==> config.mk <==
export PLATFORM = sky130hd
export DESIGN_NAME = fcvt_top
export DESIGN_NICKNAME = d
export VERILOG_FILES = /design/src/rtl/fcvt_pkg.sv /design/src/rtl/fcvt_round.sv /design/src/rtl/fcvt_f2i.sv /design/src/rtl/fcvt_i2f.sv /design/src/rtl/fcvt_top.sv
export SDC_FILE = /design/constraint.sdc
export NUM_CORES = 1
export LEC_CHECK = 0
export BUFFER_PORTS_ARGS = -buffer_cell sky130_fd_sc_hd__buf_4
export CAP_MARGIN = 10
export CELL_PAD_IN_SITES_DETAIL_PLACEMENT = 1
export CELL_PAD_IN_SITES_GLOBAL_PLACEMENT = 1
export CORE_MARGIN = 2
export CORE_UTILIZATION = 42
export DETAILED_ROUTE_END_ITERATION = 8
export GPL_ROUTABILITY_DRIVEN = 0
export PLACE_DENSITY_LB_ADDON = 0.1
export SKIP_LAST_GASP = 1
export SYNTH_ARGS = -nofsm -noshare
export SYNTH_HDL_FRONTEND = slang
export SYNTH_SLANG_ARGS = --single-unit
==> constraint.sdc <==
create_clock -name clk -period 15.8 [get_ports clk]
set_input_delay 1.58 -clock clk [delete_from_list [all_inputs] [get_ports clk]]
set_output_delay 1.58 -clock clk [all_outputs]
set_load 0.03 [all_outputs]
==> src/rtl/fcvt_pkg.sv <==
// Package: shared encodings and format constants for the float/integer converter.
// Assumes IEEE-754 single precision and a two's-complement 32-bit integer.
package fcvt_pkg;
    localparam int EXP_W  = 8;
    localparam int FRAC_W = 23;
    localparam int MANT_W = FRAC_W + 1;
    localparam int INT_W  = 32;
    localparam int BIAS   = (1 << (EXP_W - 1)) - 1;
    localparam int FX_W   = 2 * INT_W;

    typedef enum logic [1:0] {
        RM_NEAR = 2'd0,
        RM_ZERO = 2'd1,
        RM_UP   = 2'd2,
        RM_DOWN = 2'd3
    } rmode_e;

    typedef enum logic [2:0] {
        OP_CVT   = 3'd0,
        OP_RND   = 3'd1,
        OP_TRN   = 3'd2,
        OP_CEIL  = 3'd3,
        OP_FLOOR = 3'd4,
        OP_I2F   = 3'd5
    } op_e;

    localparam logic [INT_W-1:0] INVALID_WORD = {1'b0, {(INT_W-1){1'b1}}};
endpackage

==> src/rtl/fcvt_round.sv <==
// Module: decides whether a truncated magnitude must be incremented.
// Assumes sign-magnitude data: lsb is the kept LSB, guard the first dropped bit,
// sticky the OR of every bit below guard.
module fcvt_round
    import fcvt_pkg::*;
(
    input  rmode_e mode,
    input  logic   sign,
    input  logic   lsb,
    input  logic   guard,
    input  logic   sticky,
    output logic   inc
);
    // Increment decision per rounding direction.
    always_comb begin
        unique case (mode)
            RM_NEAR: inc = guard & (sticky | lsb);
            RM_ZERO: inc = 1'b0;
            RM_UP:   inc = ~sign & (guard | sticky);
            RM_DOWN: inc = sign & (guard | sticky);
            default: inc = 1'b0;
        endcase
    end
endmodule

==> src/rtl/fcvt_f2i.sv <==
// Module: single-precision float to signed 32-bit integer, combinational.
// Assumes the caller supplies the effective rounding mode; subnormals are tiny values.
module fcvt_f2i
    import fcvt_pkg::*;
(
    input  logic [INT_W-1:0] fval,
    input  rmode_e           mode,
    output logic [INT_W-1:0] ival,
    output logic             inexact,
    output logic             invalid
);
    localparam int SH_W = $clog2(FX_W);

    logic                sgn;
    logic [EXP_W-1:0]    expo;
    logic [MANT_W-1:0]   mant;
    logic signed [9:0]   e_unb;
    logic [FX_W-1:0]     fx;
    logic [INT_W-1:0]    ipart;
    logic                grd, stk, is_min, bad, inc;
    logic [INT_W-1:0]    mag;

    assign sgn   = fval[INT_W-1];
    assign expo  = fval[INT_W-2 -: EXP_W];
    assign mant  = {expo != '0, fval[FRAC_W-1:0]};
    assign e_unb = $signed({2'b00, expo}) - 10'sd127;

    // Classify the operand and align it as Q32.32 fixed point.
    always_comb begin
        fx     = '0;
        ipart  = '0;
        grd    = 1'b0;
        stk    = 1'b0;
        is_min = 1'b0;
        bad    = 1'b0;
        if (expo == '1) begin
            bad = 1'b1;
        end else if (e_unb >= 10'sd31) begin
            is_min = sgn && (e_unb == 10'sd31) && (fval[FRAC_W-1:0] == '0);
            bad    = ~is_min;
        end else if (e_unb >= -10'sd1) begin
            fx    = {{(FX_W-MANT_W){1'b0}}, mant} << SH_W'(e_unb + 10'sd9);
            ipart = fx[FX_W-1:INT_W];
            grd   = fx[INT_W-1];
            stk   = |fx[INT_W-2:0];
        end else begin
            stk = |mant;
        end
    end

    fcvt_round u_rnd (
        .mode   (mode),
        .sign   (sgn),
        .lsb    (ipart[0]),
        .guard  (grd),
        .sticky (stk),
        .inc    (inc)
    );

    // Apply rounding and sign, or substitute the invalid word.
    always_comb begin
        mag     = ipart + INT_W'(inc);
        invalid = bad;
        inexact = ~bad & ~is_min & (grd | stk);
        if (bad)         ival = INVALID_WORD;
        else if (is_min) ival = {1'b1, {(INT_W-1){1'b0}}};
        else             ival = sgn ? (~mag + 1'b1) : mag;
    end
endmodule

==> src/rtl/fcvt_i2f.sv <==
// Module: signed 32-bit integer to single-precision float, combinational.
// Assumes the caller supplies the effective rounding mode; the result never overflows.
module fcvt_i2f
    import fcvt_pkg::*;
(
    input  logic [INT_W-1:0] ival,
    input  rmode_e           mode,
    output logic [INT_W-1:0] fval,
    output logic             inexact
);
    localparam int POS_W = $clog2(INT_W);
    localparam int DROP  = INT_W - MANT_W;

    logic              sgn, inc;
    logic [INT_W-1:0]  mag, nrm;
    logic [POS_W-1:0]  lead;
    logic [MANT_W:0]   sum;
    logic [EXP_W-1:0]  expo;

    assign sgn = ival[INT_W-1];
    assign mag = sgn ? (~ival + 1'b1) : ival;

    // Locate the leading one and normalise it to the top bit.
    always_comb begin
        lead = '0;
        for (int i = 0; i < INT_W; i++) begin
            if (mag[i]) lead = POS_W'(i);
        end
        nrm = mag << (POS_W'(INT_W - 1) - lead);
    end

    fcvt_round u_rnd (
        .mode   (mode),
        .sign   (sgn),
        .lsb    (nrm[DROP]),
        .guard  (nrm[DROP-1]),
        .sticky (|nrm[DROP-2:0]),
        .inc    (inc)
    );

    // Round the mantissa, renormalise on carry, then pack the fields.
    always_comb begin
        sum     = {1'b0, nrm[INT_W-1:DROP]} + (MANT_W+1)'(inc);
        expo    = EXP_W'(BIAS) + EXP_W'(lead) + EXP_W'(sum[MANT_W]);
        inexact = |nrm[DROP-1:0];
        if (mag == '0)
            fval = '0;
        else if (sum[MANT_W])
            fval = {sgn, expo, {FRAC_W{1'b0}}};
        else
            fval = {sgn, expo, sum[FRAC_W-1:0]};
    end
endmodule

==> src/rtl/fcvt_top.sv <==
// Module: float/integer converter top; selects the effective rounding mode per
// opcode and registers result and flags with a one-cycle strobe.
// Assumes rnd_mode is the live control-register field; no copy of it is kept.
module fcvt_top
    import fcvt_pkg::*;
(
    input  logic                 clk,
    input  logic                 rst_n,
    input  logic                 req_valid,
    input  logic [2:0]           opcode,
    input  logic [1:0]           rnd_mode,
    input  logic [INT_W-1:0]     operand,
    output logic                 rsp_valid,
    output logic [INT_W-1:0]     result,
    output logic                 flag_inexact,
    output logic                 flag_invalid
);
    rmode_e           eff_mode;
    logic             legal;
    logic [INT_W-1:0] f2i_res, i2f_res;
    logic             f2i_inx, f2i_inv, i2f_inx;

    assign legal = (opcode <= 3'(OP_I2F));

    // Effective rounding mode: overrides apply to this operation only.
    always_comb begin
        unique case (opcode)
            3'(OP_RND):   eff_mode = RM_NEAR;
            3'(OP_TRN):   eff_mode = RM_ZERO;
            3'(OP_CEIL):  eff_mode = RM_UP;
            3'(OP_FLOOR): eff_mode = RM_DOWN;
            default:      eff_mode = rmode_e'(rnd_mode);
        endcase
    end

    fcvt_f2i u_f2i (
        .fval    (operand),
        .mode    (eff_mode),
        .ival    (f2i_res),
        .inexact (f2i_inx),
        .invalid (f2i_inv)
    );

    fcvt_i2f u_i2f (
        .ival    (operand),
        .mode    (eff_mode),
        .fval    (i2f_res),
        .inexact (i2f_inx)
    );

    // Output register: capture on an accepted request, otherwise hold.
    always_ff @(posedge clk) begin
        if (!rst_n) begin
            rsp_valid    <= 1'b0;
            result       <= '0;
            flag_inexact <= 1'b0;
            flag_invalid <= 1'b0;
        end else begin
            rsp_valid <= req_valid & legal;
            if (req_valid & legal) begin
                if (opcode == 3'(OP_I2F)) begin
                    result       <= i2f_res;
                    flag_inexact <= i2f_inx;
                    flag_invalid <= 1'b0;
                end else begin
                    result       <= f2i_res;
                    flag_inexact <= f2i_inx;
                    flag_invalid <= f2i_inv;
                end
            end
        end
    end


    accept_strobe_chk: assert property (@(posedge clk) disable iff (!rst_n)
        (req_valid && opcode <= 3'd5) |=> rsp_valid);


    illegal_hold_chk: assert property (@(posedge clk) disable iff (!rst_n)
        (req_valid && opcode > 3'd5) |=> (!rsp_valid && $stable(result) && $stable(flag_inexact)));


    invalid_word_chk: assert property (@(posedge clk) disable iff (!rst_n)
        flag_invalid |-> (result == 32'h7FFF_FFFF && !flag_inexact));


    i2f_never_invalid_chk: assert property (@(posedge clk) disable iff (!rst_n)
        (req_valid && opcode == 3'd5) |=> !flag_invalid);
endmodule

# Word level (Yosys, flattened, before mapping)
# Index checks and enable logic that the tools add are counted.
[op_classes]
n_addsub = 9
order_cmp = 3
n_eq_ne = 10
n_shift = 2
n_mux = 56
bitwise_logic = 19
reduce_logical = 10
[op_table]
columns = ["operator", "count"]
rows = [
  ["$mux 32", 9],
  ["$mux 5", 16],
  ["$add 32x1->32 const B", 2],
  ["$not 32->32", 2],
  ["$shl 24x6->64", 1],
  ["$add 32x1->32", 1],
  ["$logic_not 32->1", 1],
  ["$mux 4", 8],
  ["$shl 32x5->32", 1],
  ["$reduce_or 31->1", 1],
  ["$add 24x1->25", 1],
  ["$reduce_or 24->1", 1],
  ["$logic_not 23->1", 1],
  ["$mux 23", 1],
  ["$mux 1", 13],
  ["$mux 3", 4],
  ["$and 1x1->1", 9],
  ["$eq 9x6->1 const B", 1],
  ["$ge 9x1->1 const B", 1],
  ["$ge 9x6->1 const B", 1],
  ["$sub 8x7->9 const B", 1],
  ["$add 7x5->8 const A", 1],
  ["$add 8x1->8", 1],
  ["$eq 8x8->1 const B", 1],
  ["18 further kinds", 30],
]
[word_totals]
reg_bits = 35
in_bits = 40
out_inout_bits = 35
word_cells = 113

# Depth between registers and ports, before layout
# Gate-level depths: netlist (run 1).
[depth]
depth_word = 44
mapped_depth = 34
depth_no_buf = 29

# Hierarchy
# Synthesis (run 1) repeated with hierarchy kept, for this count alone.
[hier_totals]
hier_cells = 1674
hier_area_um2 = 11782.6
[modules_own_cells]
columns = ["module", "n_inst", "cells_each", "area_each_um2", "seq_area_each_um2"]
rows = [
  ["fcvt_f2i", 1, 698, 5188.7, 0.0],
  ["fcvt_i2f", 1, 766, 5007.3, 0.0],
  ["fcvt_top", 1, 200, 1516.5, 700.7],
  ["fcvt_round", 2, 5, 35.0, 0.0],
]

# Worst setup path before layout (run 1)
# Ideal clock, no wire load.
[synth_path]
path_type = "input to register"
startpoint = "in operand[23]"
endpoint = "reg result[30]"
setup_time_ns = 0.119
arrival_time_ns = 8.076
t_required_ns = 15.681
setup_slack_ns = 7.606
cell_stages = 31
n_path_buf = 6
path_cell_list = "buf_6 -> buf_6 -> buf_4 -> clkinv_1 -> ha_1 -> a211oi_2 -> xnor2_1 -> buf_2 -> buf_1 -> buf_1 -> o21ai_0 -> a21oi_1 -> nand2_1 -> a2111oi_0 -> o211ai_1 -> o41ai_1 -> o21ai_0 -> nand2_1 -> a2bb2oi_1 -> ha_1 -> ha_1 -> nand4_1 -> nor2_2 -> mux2_2 -> or4_4 -> or2_1 -> or4_4 -> o31ai_2 -> xor2_1 -> a21oi_1 -> o221a_1"
[synth_between]
elab_chain_cells = 22
word_cells_on_any_way = 65
cone_classes = "add/sub (9); order compare (2); eq/ne (2); shift (2); mux (30); bitwise (13); reduce/logical (7)"
[synth_rtl]
columns = ["element", "line", "source"]
rows = [
  ["start, declared", "fcvt_top.sv:12", "input logic [INT_W-1:0] operand,"],
  ["$not 32->32", "fcvt_i2f.sv:21", "assign mag = sgn ? (~ival + 1'b1) : ival;"],
  ["$add 32x1->32", "fcvt_i2f.sv:21", ""],
  ["$mux 32", "fcvt_i2f.sv:21", ""],
  ["$mux 5 (9 in series)", "fcvt_i2f.sv:27", "if (mag[i]) lead = POS_W'(i);"],
  ["$sub 5x5->5", "fcvt_i2f.sv:29", "nrm = mag << (POS_W'(INT_W - 1) - lead);"],
  ["$shl 32x5->32", "fcvt_i2f.sv:29", ""],
  ["$reduce_or 7->1", "fcvt_i2f.sv:37", ".sticky (|nrm[DROP-2:0]),"],
  ["$or 1x1->1, on equally long branches", "fcvt_round.sv:19, fcvt_round.sv:20, fcvt_round.sv:17", ""],
  ["$and 1x1->1, on equally long branches", "fcvt_round.sv:20, fcvt_round.sv:17, fcvt_round.sv:19", ""],
  ["$pmux 1 s4", "fcvt_round.sv:16", "unique case (mode)"],
  ["$add 24x1->25", "fcvt_i2f.sv:43", "sum = {1'b0, nrm[INT_W-1:DROP]} + (MANT_W+1)'(inc);"],
  ["$add 8x1->8", "fcvt_i2f.sv:44", "expo = EXP_W'(BIAS) + EXP_W'(lead) + EXP_W'(sum[MANT_W]);"],
  ["$mux 32", "fcvt_i2f.sv:46", "if (mag == '0)"],
  ["$mux 32 *", "fcvt_top.sv:61", "if (opcode == 3'(OP_I2F)) begin"],
  ["end signal, assigned", "fcvt_top.sv:62", "result <= i2f_res;"],
  ["end signal, assigned", "fcvt_top.sv:66", "result <= f2i_res;"],
  ["end, declared", "fcvt_top.sv:14", "output logic [INT_W-1:0] result,"],
]
# Mark *: on every way between the ends. The rest lies on a longest branch, timed or not.
# A chain may end at the register's enable or synchronous reset.

# Worst setup path in the final report (run 1)
[layout_path]
startpoint = "in operand[23]"
endpoint = "reg result[31]"
[layout_between]
elab_chain_cells = 17
word_cells_on_any_way = 44
cone_classes = "add/sub (5); order compare (2); eq/ne (2); shift (1); mux (20); bitwise (8); reduce/logical (6)"
[layout_rtl]
columns = ["element", "line", "source"]
rows = [
  ["$sub 8x7->9", "fcvt_f2i.sv:26", "assign e_unb = $signed({2'b00, expo}) - 10'sd127;"],
  ["$add 6x5->6", "fcvt_f2i.sv:42", "fx = {{(FX_W-MANT_W){1'b0}}, mant} << SH_W'(e_unb + 10'sd9);"],
  ["$shl 24x6->64", "fcvt_f2i.sv:42", ""],
  ["$reduce_or 31->1", "fcvt_f2i.sv:45", "stk = |fx[INT_W-2:0];"],
  ["$mux 1", "fcvt_f2i.sv:41", "end else if (e_unb >= -10'sd1) begin"],
  ["$mux 1", "fcvt_f2i.sv:38", "end else if (e_unb >= 10'sd31) begin"],
  ["$mux 1", "fcvt_f2i.sv:36", "if (expo == '1) begin"],
  ["$or 1x1->1, on equally long branches", "fcvt_round.sv:19, fcvt_round.sv:20, fcvt_round.sv:17", ""],
  ["$and 1x1->1, on equally long branches", "fcvt_round.sv:20, fcvt_round.sv:17, fcvt_round.sv:19", ""],
  ["$pmux 1 s4", "fcvt_round.sv:16", ""],
  ["$add 32x1->32", "fcvt_f2i.sv:62", "mag = ipart + INT_W'(inc);"],
  ["$not 32->32", "fcvt_f2i.sv:67", "else ival = sgn ? (~mag + 1'b1) : mag;"],
  ["$add 32x1->32", "fcvt_f2i.sv:67", ""],
  ["$mux 32", "fcvt_f2i.sv:67", ""],
  ["$mux 32", "fcvt_f2i.sv:66", "else if (is_min) ival = {1'b1, {(INT_W-1){1'b0}}};"],
  ["$mux 32", "fcvt_f2i.sv:65", "if (bad) ival = INVALID_WORD;"],
  ["$mux 32 *", "fcvt_top.sv:61", ""],
]
# Marks and branches as above.

==> results of run 1 <==
## how the worst min path moves through the flow
stage / from / endpoint
2_1_floorplan: flag_inexact / flag_inexact
3_3_place_gp: flag_inexact / flag_inexact
3_5_place_dp: flag_inexact / flag_inexact
4_1_cts: flag_inexact / flag_inexact
5_1_grt: flag_inexact / flag_inexact
6_report: flag_inexact / flag_inexact
## per-stage QoR
| step | util | power (mW) | setup WS, ps | std cells | hold slack, ps |
|---|---|---|---|---|---|
| final | 0.449 | 0.855 | 5580 | 1878 | 503 |
| after global routing | 0.449 | 0.904 | 4780 | 1878 | 523 |
| after CTS | 0.449 | 0.842 | 5680 | 1877 | 512 |
| after detailed placement | 0.443 | 0.723 | 5410 | 1869 | 494 |
| after global placement | 0.443 | 0.716 | 5770 | 1869 | 471 |
| after floorplan | - | 0.548 | 7610 | 1559 | 589 |
## registers in the layout, summed over array words and instances (netlist names)
| register | cells |
|---|---|
| flag_inexact | 1 |
| rsp_valid | 1 |
| flag_invalid | 1 |
| result | 32 |
## area by class of cell
class | count | share of cell area
Inverter | 33 | 0.0103
Sequential cell | 35 | 0.0584
Timing Repair Buffer | 91 | 0.0569
Multi-Input combinational cell | 1369 | 0.825
Tap cell | 341 | 0.0355
Antenna cell | 1 | 0.000208
Clock buffer | 5 | 0.0104
Clock inverter | 3 | 0.00365
## worst min-delay path: stages, from the launching register on
cell and delay [ps]:
dfxtp_1 330, nand2_1 60, a21boi_0 70
## report_power, final
part	total (mW)	switching [mW]	internal [mW]
Sequential	0.103	0.00607	0.0971
Combinational	0.635	0.418	0.217
Clock	0.116	0.0417	0.0744
Total	0.855	0.466	0.388
## Yosys cell counts (10+ instances only)
library cell / count
nand2b_1: 19
and2_1: 19
buf_2: 30
nor2_1: 101
o22ai_1: 20
o31ai_1: 17
nor4_1: 28
mux2i_1: 66
buf_6: 11
or3_1: 11
o211ai_1: 26
a31oi_1: 29
and3_1: 11
or2_2: 14
nand3_1: 46
inv_1: 31
a211oi_1: 25
mux2_2: 12
nor2b_1: 15
nand4_1: 28
nand2_1: 121
ha_1: 16
a22oi_1: 15
clkbuf_1: 63
xor2_1: 37
nor3_1: 76
or4_1: 11
o21ai_0: 99
a21oi_1: 144
buf_1: 11
nor3b_1: 10
mux4_2: 30
a221oi_1: 11
xnor2_1: 53
dfxtp_1: 35
## kinds of logic (layout without fill, tap and decap cells)
group,after synthesis,in the layout,share of synthesized area
AND/OR/NAND/NOR,582,582,0.294
AO/OA/AOI/OAI,560,560,0.345
buffers and inverters,155,132,0.0641
multiplexers,114,114,0.137
XOR/XNOR,97,97,0.0807
flip-flops,35,35,0.0619
adder cells (fa/ha/maj),16,16,0.0177
other,0,1,0
## layer usage
layer | part of all wire | vias up | track usage | routed length (um)
met3 | 0.064 | 113 | 0.0329 | 3110
met2 | 0.48 | 571 | 0.578 | 23300
met5 | 0 | - | 0 | 0
li1 | - | 6026 | - | -
met1 | 0.42 | 6490 | 0.443 | 20600
met4 | 0.034 | 0 | 0.103 | 1650
==> qor.csv, run 1 <==
stage,metric,value,unit
setup_path,required,16020,ps
setup_path,start_kind,input pin,
global_routing,grt_usage,0.335,
clocking,htreeDepth,2,
drt,drtIter0Drc,1454,
sta,hold_viol,0,
finish,fillCellCount,3400,
sta,grt_setup_unrepaired,false,
floorplan,num_rows,60,
finish,mostFrequentLayoutCells,"a21oi_1, nand2_1, nor2_1",
global_routing,antenna_found_initial,1,
clocking,clk_pin_slew_worst_paths,60,ps
clocking,clock_path_buffers,2,
floorplan,die_width,168,um
setup_path,rr_worst_depth,3,
setup_path,end_kind,flip-flop,
sta,clock-skew-final,0,ps
clocking,cts_made_buffers,5,
setup_path,crit_start,operand[23],
floorplan,die_h,168,um
sta,setup_viol,0,
clocking,numClockSinks,35,
synthesis,synth_edf_count,0,
placement,dpl_cell_area,11800,um^2
setup_path,crit_family,simple AND/OR/NAND/NOR gates,
sta,slew_headroom,0.281,
global_routing,grt_pass1_wl,75.6,mm
synthesis,synth.distinct_cells,118,
setup_path,regToRegSetupSlack,15000,ps
sta,setup_tns,0,ps
clocking,ctsRootBufferMaster,clkbuf_16,
global_routing,grt_pass1_vias,12915,
synthesis,ys_ff_latch,35,
drt,first_pass_iters,6,
setup_path,r2r_end,result[21],
drt,drcViolationCount,0,
synthesis,async_flop_share,0,
synthesis,ys.flop_type,dfxtp_1,
clocking,cts_resized,0,
sta,finalCritPeriodShare,0.647,
drt,vias,13200,
clocking,post_cts_buffers,0,
global_routing,grt_start_max_net_pins,57,
synthesis,yosysWarnings,0,
synthesis,synth_seq_area_share,0.0619,
floorplan,start_util,0.423,
floorplan,pin_count,75,
setup_path,cp.arrival,10430,ps
drt,vias_per_cell,7.03,
finish,stdcell_area,12000,um^2
status,status,completed,
sta,worst_slew_pin_slew,1070,ps
synthesis,syn-num-nets,1615,
floorplan,coreArea,26700,um^2
setup_path,critPathCapture,result[31],
finish,drive_gt1_frac,0.161,
synthesis,synth_area,11300,um^2
floorplan,die_area,28300,um^2
placement,dp_hpwl,37.8,mm
finish,fin_nets,1591,
drt,drt-wirelength-per-cell,25.9,um
setup_path,crit_type,in2reg,
setup_path,worstReg2RegStart,result[21],
finish,layout_commonest_cell,a21oi_1,
sta,slew_violations,0,
setup_path,cp_num_cells,28,
power_and_ir_drop,leakage,4.21,nW
power_and_ir_drop,power.density,71.2,nW/um^2
synthesis,synth.area.top_cells,"a21oi_1, dfxtp_1, mux4_2",
run,maxCapViolCount,0,
setup_path,crit_top_cell,ha_1,
placement,io_buffers,74,
synthesis,syn_avg_cell_area,7.26,um^2
worst_hold_path,holdPathStages,2,
setup_path,crit_fanout,46,
setup_path,worst_path_max_delay_cell,ha_1,
finish,seqCellArea,701,um^2
synthesis,synthCells,1559,
drt,finalWirelength,48.6,mm
finish,areaGrowthSynthToFinish,6.13,%
sta,max_freq,97.9,MHz
drt,ant_nets,0,
setup_path,crit_buf_inv,3,
power_and_ir_drop,peakVddDrop,0.0499,mV
worst_hold_path,hp-class,reg2reg,
global_routing,overflow,0,
clocking,cts_tree,done,
clocking,cts.hold.buffers_added,0,
sta,period_needed,10220,ps
synthesis,synth_top_area_share,0.0637,
synthesis,yosys.area.top_type,a21oi_1,
setup_path,critPathMaxStageDelay,1090,ps
clocking,clk_latency,290,ps
finish,multi_input_area,9900,um^2
Note: power is estimated with default switching activity, not from simulation.
==> run 2: changes to the inputs <==
- ABC_AREA: not set -> 1
- CORE_UTILIZATION: 42 -> 38
- clock period: 15.8 -> 8.6 ns (I/O delays scaled with it)
==> run 2 against run 1 <==
Combinational power increased by 64%. Worst hold slack got worse by 1.3 ps. Synthesized cell count rose by 12%. Non-clock buffer count increased by 4. Utilization fell by 2.9 points. Wire length is 22% lower. Die area shrank 8.8%. Critical endpoint is now result[22]. Largest cell class unchanged.
==> qor.csv, run 2 <==
stage,metric,value,unit
clocking,cts_tree,done,
power_and_ir_drop,pwr-share-seq,0.136,
global_routing,grt_pass1_vias,11341,
run,maxCapViolCount,0,
power_and_ir_drop,internal-power,590,uW
power_and_ir_drop,p_sw,806,uW
global_routing,grt_start_max_net_pins,53,
synthesis,synth.area.top_cells,"nand2_1, nand3_1, o21ai_0",
sta,setup_viol,0,
worst_hold_path,hp-class,reg2reg,
floorplan,num_rows,57,
power_and_ir_drop,peakVddDrop,0.0762,mV
synthesis,synth_compound_area_frac,0.179,
clocking,clk_pin_slew_worst_paths,50,ps
synthesis,synthMuxAreaShare,0.0101,
drt,vias_per_cell,5.55,
setup_path,start_kind,input pin,
clocking,cts_made_buffers,5,
synthesis,yosys.area_share.simple,0.509,
synthesis,synth_adder_area_share,0.0215,
clocking,clk_latency,270,ps
sta,setup_tns,0,ps
global_routing,antenna_found_initial,0,
power_and_ir_drop,sw_frac_of_total,0.577,
power_and_ir_drop,power_frac_comb,0.746,
status,status,completed,
synthesis,yosysWarnings,0,
clocking,numClockSinks,35,
sta,slew_headroom,0.351,
setup_path,required,8750,ps
finish,largest_reg_flops,32,
sta,slew_violations,0,
sta,finalCritPeriodShare,0.885,
finish,drive_gt1_frac,0.117,
global_routing,grt_usage,0.288,
clocking,ctsRootBufferMaster,clkbuf_16,
placement,dpl_cell_area,10000,um^2
drt,vias,11620,
drt,ant_nets,0,
placement,dp.cells,2089,
floorplan,pin_count,75,
finish,mostFrequentLayoutCells,"nand2_1, nand3_1, inv_1",
finish,top_register,result,
global_routing,overflow,0,
global_routing,grt_pass1_wl,60.6,mm
finish,areaGrowthSynthToFinish,8.99,%
floorplan,coreArea,24200,um^2
placement,io_buffers,74,
clocking,clock_path_buffers,2,
finish,fillCellCount,3554,
synthesis,syn-num-nets,1809,
sta,grt_setup_unrepaired,false,
power_and_ir_drop,power.density,138,nW/um^2
synthesis,synth_top_area_share,0.202,
sta,max_freq,131,MHz
power_and_ir_drop,clkPwrFrac,0.118,
floorplan,die_h,161,um
setup_path,worst_path_max_delay_cell,ha_1,
drt,drtIter0Drc,756,
synthesis,ys_ff_latch,35,
drt,drt-wirelength-per-cell,18.1,um
setup_path,crit_type,in2reg,
finish,stdcell_area,10100,um^2
synthesis,synthCells,1753,
synthesis,yosys.area.top_type,nand2_1,
floorplan,start_util,0.385,
power_and_ir_drop,leakage,5.02,nW
clocking,cts_resized,0,
synthesis,yosysMostFrequentCell,nand2_1,
finish,n_antenna_cell,0,
synthesis,synth_edf_count,0,
synthesis,async_flop_share,0,
setup_path,critPathMaxStageDelay,380,ps
finish,layout_commonest_cell,nand2_1,
floorplan,die_width,161,um
setup_path,end_kind,flip-flop,
synthesis,syn_avg_cell_area,5.31,um^2
sta,clock-skew-final,0,ps
sta,hold_viol,0,
floorplan,die_area,25800,um^2
synthesis,synth_seq_area_share,0.0752,
clocking,htreeDepth,2,
finish,instances_no_fill,2095,
drt,finalWirelength,38.0,mm
synthesis,ys.flop_type,dfxtp_1,
synthesis,synth_area,9310,um^2
synthesis,synthTopCellsByCount,"nand2_1, nand3_1, inv_1",
clocking,post_cts_buffers,0,
sta,worst_slew_pin_slew,970,ps
drt,drcViolationCount,0,
setup_path,cp.arrival,7770,ps
synthesis,synth_top_family_by_area,simple AND/OR/NAND/NOR gates,
placement,dp_hpwl,31.3,mm
synthesis,synth.distinct_cells,67,
drt,first_pass_iters,5,
synthesis,synth_xor_area_frac,0.0805,
finish,fin_nets,1828,
setup_path,crit_fanout,49,
sta,period_needed,7610,ps
clocking,cts.hold.buffers_added,0,
==> run 2: final cells by class <==
type | count | area, um^2 | share of cell area
timing repair buffer | 95 | 717 | 0.0706
sequential | 35 | 701 | 0.0690
multi-input combinational | 1437 | 7450 | 0.734
tap | 324 | 405 | 0.0399
inverter | 198 | 746 | 0.0735
clock buffer | 6 | 129 | 0.0127
==> run 2: worst paths after layout <==
path	start	endpoint	slack (ps)	depth (start not counted)
worst min-delay path	flag_inexact	flag_inexact	500	2
worst max register to register	result[14]	result[14]	7750	3
worst max-delay path	operand[23]	result[22]	990	40
worst min register to register	flag_inexact	flag_inexact	500	2
==> run 2: metal layers <==
metal / global-route usage / part of all wire
met5: 0 / 0
met4: 0.0557 / 0.022
met3: 0.0139 / 0.039
met2: 0.490 / 0.46
met1: 0.407 / 0.48
==> run 2: critical path, delay by kind of cell <==
kind                     cells  cell delay, ps
AND/OR/NAND/NOR             17            2970
AO/OA/AOI/OAI               11            1780
adder cells (fa/ha/maj)      4            1040
buffers and inverters        7             890
XOR/XNOR                     1             170
==> run 2: power groups by stage <==
stage | clock, mW | sequential, mW | combinational (mW)
3_5_place_dp | 0 | 0.192 | 1.02
2_1_floorplan | 0 | 0.222 | 0.702
5_1_grt | 0.173 | 0.191 | 1.15
6_report | 0.165 | 0.190 | 1.04
3_3_place_gp | 0 | 0.192 | 1.01
4_1_cts | 0.166 | 0.189 | 1.03
==> run 2: logic make-up (layout without fill, tap and decap cells) <==
kind of cell	after synthesis	after routing
adder cells (fa/ha/maj)	16	16
AND/OR/NAND/NOR	1036	1036
multiplexers	9	9
flip-flops	35	35
XOR/XNOR	83	83
AO/OA/AOI/OAI	293	293
buffers and inverters	281	299
==> run 2: through the flow <==
stage	power [mW]	worst slack, ps	hold WS, ps	util
floorplan	0.923	2210	593	-
global placement	1.20	909	483	0.414
detailed placement	1.22	696	486	0.414
CTS	1.39	949	494	0.420
global route	1.52	19.2	514	0.420
finish	1.40	989	501	0.420
